$ cat config.mk
export PLATFORM = sky130hd
export DESIGN_NAME = addr_autoupd
export DESIGN_NICKNAME = d
export VERILOG_FILES = /design/src/rtl/addr_upd_pkg.sv /design/src/rtl/upd_rate_ctr.sv /design/src/rtl/upd_lfsr_step.sv /design/src/rtl/upd_addr_calc.sv /design/src/rtl/addr_autoupd.sv
export SDC_FILE = /design/constraint.sdc
export NUM_CORES = 1
export LEC_CHECK = 0
export BUFFER_PORTS_ARGS = -buffer_cell sky130_fd_sc_hd__buf_2
export CAP_MARGIN = 30
export CORE_AREA = 2 2 147 149
export CTS_CLUSTER_SIZE = 12
export DETAILED_ROUTE_END_ITERATION = 6
export DIE_AREA = 0 0 149 151
export PLACE_DENSITY = 0.57
export SLEW_MARGIN = 30
export SYNTH_ARGS = -nofsm -noshare
export SYNTH_HDL_FRONTEND = slang
export SYNTH_SLANG_ARGS = --single-unit
$ cat constraint.sdc
create_clock -name clk -period 2.8 [get_ports clk]
set_input_delay 0.56 -clock clk [delete_from_list [all_inputs] [get_ports clk]]
set_output_delay 0.56 -clock clk [all_outputs]
set_load 0.02 [all_outputs]
$ cat src/rtl/addr_upd_pkg.sv
package addr_upd_pkg;
  parameter int ROW_W    = 16;
  parameter int BANK_W   = 3;
  parameter int RANK_W   = 2;
  parameter int LFSR_W   = 23;
  parameter int LFSR_TAP = 18;
  parameter int RATE_W   = 4;
  parameter int WRAP_W   = 5;

  localparam int BANK_LSB  = 20;
  localparam int RANK_LSB  = 24;
  localparam int WORD_W    = RANK_LSB + RANK_W;
  localparam int STEP8_BIT = 3;
  localparam int SKIP_LOW  = 3;

  typedef enum logic [1:0] {
    LM_OFF   = 2'b00,
    LM_RSVD  = 2'b01,
    LM_FULL  = 2'b10,
    LM_SKIP3 = 2'b11
  } lfsr_mode_e;

  // Field order follows the control word, MSB first (bits 15..0).
  typedef struct packed {
    logic [RATE_W-1:0] rate;
    lfsr_mode_e        lmode;
    logic [WRAP_W-1:0] wrap;
    logic [1:0]        rank_inc;
    logic              bank_inc;
    logic              row_inc8;
    logic              row_inc1;
  } upd_ctrl_t;

  localparam int CTRL_W = $bits(upd_ctrl_t);
endpackage

$ cat src/rtl/upd_rate_ctr.sv
module upd_rate_ctr #(
  parameter int RATE_W = 4
) (
  input  logic              clk,
  input  logic              rst_n,
  input  logic              clear,
  input  logic              fire,
  input  logic [RATE_W-1:0] rate,
  output logic              due
);
  logic [RATE_W-1:0] cnt_q;

  assign due = fire && (cnt_q == rate);

  always_ff @(posedge clk or negedge rst_n) begin
    if (!rst_n)      cnt_q <= '0;
    else if (clear)  cnt_q <= '0;
    else if (due)    cnt_q <= '0;
    else if (fire)   cnt_q <= cnt_q + 1'b1;
  end
endmodule

$ cat src/rtl/upd_lfsr_step.sv
module upd_lfsr_step #(
  parameter int W   = 23,
  parameter int TAP = 18
) (
  input  logic [W-1:0] state,
  output logic [W-1:0] next
);
  // Polynomial x^W + x^TAP + 1, shifting toward the MSB.
  assign next = {state[W-2:0], state[W-1] ^ state[TAP-1]};
endmodule

$ cat src/rtl/upd_addr_calc.sv
module upd_addr_calc
  import addr_upd_pkg::*;
(
  input  logic [WORD_W-1:0] word,
  input  upd_ctrl_t         ctrl,
  input  logic [LFSR_W-1:0] lfsr_nx,
  output logic [WORD_W-1:0] word_nx
);
  localparam logic [WORD_W-1:0] FIELD_MASK =
      WORD_W'((64'd1 << ROW_W) - 64'd1) |
      (WORD_W'((64'd1 << BANK_W) - 64'd1) << BANK_LSB) |
      (WORD_W'((64'd1 << RANK_W) - 64'd1) << RANK_LSB);

  logic [63:0]               win_wide;
  logic [WORD_W-1:0]         win, lwin, delta, sum, inc_word, lfsr_word;
  logic [WORD_W+LFSR_W-1:0]  lfsr_ext;

  always_comb begin
    win_wide = (64'd2 << ctrl.wrap) - 64'd1;
    win      = win_wide[WORD_W-1:0];
    lwin     = (ctrl.lmode == LM_SKIP3) ? (win & ~WORD_W'((1 << SKIP_LOW) - 1)) : win;

    delta                         = '0;
    delta[0]                      = ctrl.row_inc1;
    delta[STEP8_BIT]              = ctrl.row_inc8;
    delta[BANK_LSB]               = ctrl.bank_inc;
    delta[RANK_LSB +: RANK_W]     = ctrl.rank_inc;

    // Gap bits are zero, so a field carry stops in its gap.
    sum      = word + delta;
    inc_word = ((word & ~win) | (sum & win)) & FIELD_MASK;

    lfsr_ext  = {{WORD_W{1'b0}}, lfsr_nx};
    lfsr_word = (word ^ (lfsr_ext[WORD_W-1:0] & lwin)) & FIELD_MASK;

    word_nx = ctrl.lmode[1] ? lfsr_word : inc_word;
  end
endmodule

$ cat src/rtl/addr_autoupd.sv
module addr_autoupd
  import addr_upd_pkg::*;
(
  input  logic              clk,
  input  logic              rst_n,
  input  logic              seq_start,
  input  logic [15:0]       start_row,
  input  logic [2:0]        start_bank,
  input  logic [1:0]        start_rank,
  input  logic [22:0]       start_lfsr,
  input  logic [15:0]       upd_ctrl,
  input  logic              cmd_fire,
  input  logic              seq_end,
  output logic [15:0]       cur_row,
  output logic [2:0]        cur_bank,
  output logic [1:0]        cur_rank,
  output logic              wb_valid,
  output logic [15:0]       wb_row,
  output logic [2:0]        wb_bank,
  output logic [1:0]        wb_rank,
  output logic [22:0]       wb_lfsr
);
  upd_ctrl_t         ctrl_q;
  logic [WORD_W-1:0] word_q, word_calc, word_adv, start_word, wb_word_q;
  logic [LFSR_W-1:0] lfsr_q, lfsr_nx, lfsr_adv;
  logic              due;

  upd_rate_ctr #(.RATE_W(RATE_W)) u_rate (
    .clk   (clk),
    .rst_n (rst_n),
    .clear (seq_start),
    .fire  (cmd_fire),
    .rate  (ctrl_q.rate),
    .due   (due)
  );

  upd_lfsr_step #(.W(LFSR_W), .TAP(LFSR_TAP)) u_lfsr (
    .state (lfsr_q),
    .next  (lfsr_nx)
  );

  upd_addr_calc u_calc (
    .word    (word_q),
    .ctrl    (ctrl_q),
    .lfsr_nx (lfsr_nx),
    .word_nx (word_calc)
  );

  always_comb begin
    start_word                       = '0;
    start_word[0 +: ROW_W]           = start_row;
    start_word[BANK_LSB +: BANK_W]   = start_bank;
    start_word[RANK_LSB +: RANK_W]   = start_rank;
    word_adv = due ? word_calc : word_q;
    lfsr_adv = (due && ctrl_q.lmode[1]) ? lfsr_nx : lfsr_q;
  end

  always_ff @(posedge clk or negedge rst_n) begin
    if (!rst_n) begin
      word_q <= '0;
      lfsr_q <= '0;
      ctrl_q <= '0;
    end else if (seq_start) begin
      word_q <= start_word;
      lfsr_q <= start_lfsr;
      ctrl_q <= upd_ctrl_t'(upd_ctrl);
    end else begin
      word_q <= word_adv;
      lfsr_q <= lfsr_adv;
    end
  end

  always_ff @(posedge clk or negedge rst_n) begin
    if (!rst_n) begin
      wb_valid  <= 1'b0;
      wb_word_q <= '0;
      wb_lfsr   <= '0;
    end else begin
      wb_valid <= seq_end;
      if (seq_end) begin
        wb_word_q <= word_adv;
        wb_lfsr   <= lfsr_adv;
      end
    end
  end

  assign cur_row  = word_q[0 +: ROW_W];
  assign cur_bank = word_q[BANK_LSB +: BANK_W];
  assign cur_rank = word_q[RANK_LSB +: RANK_W];
  assign wb_row   = wb_word_q[0 +: ROW_W];
  assign wb_bank  = wb_word_q[BANK_LSB +: BANK_W];
  assign wb_rank  = wb_word_q[RANK_LSB +: RANK_W];
endmodule

==> results.yml <==
setup_path:
  cp-end-kind: "flop"
  cpMostUsedCell: "ha_1"
  path_max_fanout: 5
  path_class: "reg -> reg"
  reg2reg_depth: 8
  worstPathRequired_ns: 3.10
  path_cells: "ha_1 > ha_1 > a31o_2 > nand4_1 > a2111oi_0 > buf_4 > xor2_1 > mux2_2"
  worstSetupStartpointType: "flop"
  critical_path.slowest_cell: "a2111oi_0"
  cp.arrival_ns: 3.03
  critPathMaxStageDelay_ns: 0.75
timing:
  fmax_mhz: 366
  fin_skew_ns: 0.00874
  tns_ns: 0
  rsz0062_at_grt: "false"
  hold_ws_ns: 0.100
  finalHoldViolations: 0
  report.final.slew_viol_count: 0
  slew_headroom_pct: 47.2
  post-route-min-period_ns: 2.73
  period_share_pct: 97.5
  setup_viol: 0
  setup_ws_ns: 0.0697
  worstMarginPinSlew_ns: 0.772
floorplan:
  fp.dieW_um: 149
  die_h_um: 151
  core_mm2: 0.0208
  floorplan.initialDensity_pct: 29.7
  pin_count: 131
  rows: 53
  dieArea_mm2: 0.0225
synth:
  async_flop_share_pct: 100
  synth_area_mm2: 0.00618
  synth_cells: 576
  synth_flop_cell: "dfrtp_1"
  synth.area.top_cells: "dfrtp_1 46%, mux2_2 16%, buf_4 2.6%"
  synth_edf_count: 0
  synth_nets: 648
  synth_top_area_share_pct: 46.1
  ys_types: 62
  synth_seq_cells: 114
  yosysWarnings: 0
  synth_top_area_cell: "dfrtp_1"
  ys_seq_area_share_pct: 46.1
  synth.avg_cell_area_um2: 10.7
status:
  status: "complete, no violations"
routing:
  drcViolationCount: 0
  ant_nets: 0
  via_per_inst: 5.15
  finalWirelength_um: 18200
  drtPass1Iterations: 5
  routedWlPerCell_um: 18.6
  drt_first_iter_violations: 288
  via_count: 5029
cts:
  cts_setup_buffers: 0
  cts_max_path_buffers: 2
  cts_tree: "done"
  numCtsBuffers: 17
  cts-hold-fix-buffers: 0
  clk_latency_ns: 0.42
  cts_resized: 0
  cts_root_buf: "clkbuf_16"
  clock_sinks: 114
  clock_tree.htree_level_count: 4
  path_clk_slew_ns: 0.06
flow_run:
  timing.max_cap.violations: 0
global_route:
  grt_pass1_vias: 4907
  grt_max_degree: 71
  grt_overflow_total: 0
  antenna_found_initial: 3
  grt_pass1_wl_um: 28300
  grt_usage_pct: 16.5
pwr:
  ir_drop_uv: 452
  p_per_area_mw_per_mm2: 688
  p_leak_nw: 3.31
layout:
  area.sequential_mm2: 0.00285
  final_cell_mix: "129 x buf_2, 114 x dfrtp_1, 90 x mux2_2, 37 x nor2_1, 34 x nand2_1"
  fillers: 2104
  n_antenna_cell: 0
  nets: 761
  layout_commonest_cell: "buf_2"
  multi_input_area_mm2: 0.00299
  fin_cells: 976
  drive_above_1_share_pct: 40.8
  syn2layout_area_growth_pct: 24.2
min_path:
  hold_class: "in -> async"
place:
  port_buffers: 130
  place_inst: 945
  gp_congestion: 0.868
  dp_hpwl_um: 13400
  place_ws_ns: 0.127
-- synth_stat cells, types with 5 or more instances --
cell type	n
mux2_2	90
ha_1	7
dfrtp_1	114
o31ai_1	12
o21ai_0	13
inv_1	9
a311oi_1	5
nor2_1	37
nor4_1	9
nand4_1	8
nand2_1	34
and3_1	12
clkbuf_1	28
xor2_1	10
nor3_1	12
buf_2	7
a31oi_1	25
buf_4	21
nand3_1	14
a21oi_1	13
or4_1	10
o311ai_0	5
-- registers in the layout, summed over array words and instances (netlist names) --
register and cells:
ctrl_q 16, lfsr_q 23, u_rate.cnt_q 4, wb_lfsr 23
wb_valid 1, wb_word_q 21, word_q 26
-- report_power, final --
group / total [mW] / internal (mW) / switching, mW
combinational: 1.11 / 0.453 / 0.655
clock: 2.15 / 1.35 / 0.797
sequential: 2.02 / 1.84 / 0.176
total: 5.28 / 3.65 / 1.63
-- critical path: cells and delay by family, from the launching register on --
| kind | cells | cell delay [ns] |
|---|---|---|
| flops | 1 | 0.42 |
| mux | 1 | 0.27 |
| xor+xnor | 1 | 0.07 |
| buf+inv | 1 | 0.23 |
| compound gates | 2 | 1.01 |
| simple gates | 1 | 0.13 |
| fa+ha+maj | 2 | 0.50 |
-- final cells by class --
class	instances	area share (%)
flip-flops and latches	114	37.2
clock buffers	19	5.90
repair buffers	151	11.2
inverters	11	0.538
multi-input cells	394	39.0
clock inverters	12	1.73
well taps	275	4.48
-- logic make-up after synthesis --
family,synth area share [%]
AO/OA/AOI/OAI,14.0
buffers and inverters,5.55
adder cells (fa/ha/maj),1.42
flip-flops,46.1
AND/OR/NAND/NOR,13.6
multiplexers,17.0
XOR/XNOR,2.23
-- metrics by stage --
| stage | area [um^2] | utilization, % | power [mW] |
|---|---|---|---|
| 6_report | 7680 | 36.9 | 5.28 |
| 5_1_grt | 7680 | 36.9 | 5.53 |
| 4_1_cts | 7680 | 36.9 | 5.34 |
| 3_5_place_dp | 7090 | 34.1 | 3.16 |
| 3_3_place_gp | 7090 | 34.1 | 3.15 |
| 2_1_floorplan | 6180 | - | 2.75 |
-- worst paths after layout --
kind,startpoint,slack (ns),endpoint
setup / recovery,word_q[0],0.07,word_q[8]
hold / removal,rst_n,0.10,word_q[24]
setup reg to reg,word_q[0],0.07,word_q[8]
hold reg to reg,wb_word_q[0],0.49,wb_word_q[0]
max in group asynchronous,rst_n,1.96,lfsr_q[8]
min in group clk,start_lfsr[0],0.37,lfsr_q[0]
-- routing by layer --
metal / vias up / GRT usage [%] / wire [um]
met5: - / 0 / 42
met4: 6 / 3.67 / 185
li1: 2372 / - / -
met3: 17 / 5.45 / 1530
met2: 178 / 26.1 / 8450
met1: 2456 / 22.0 / 7970
(Power assumes the default switching activity.)
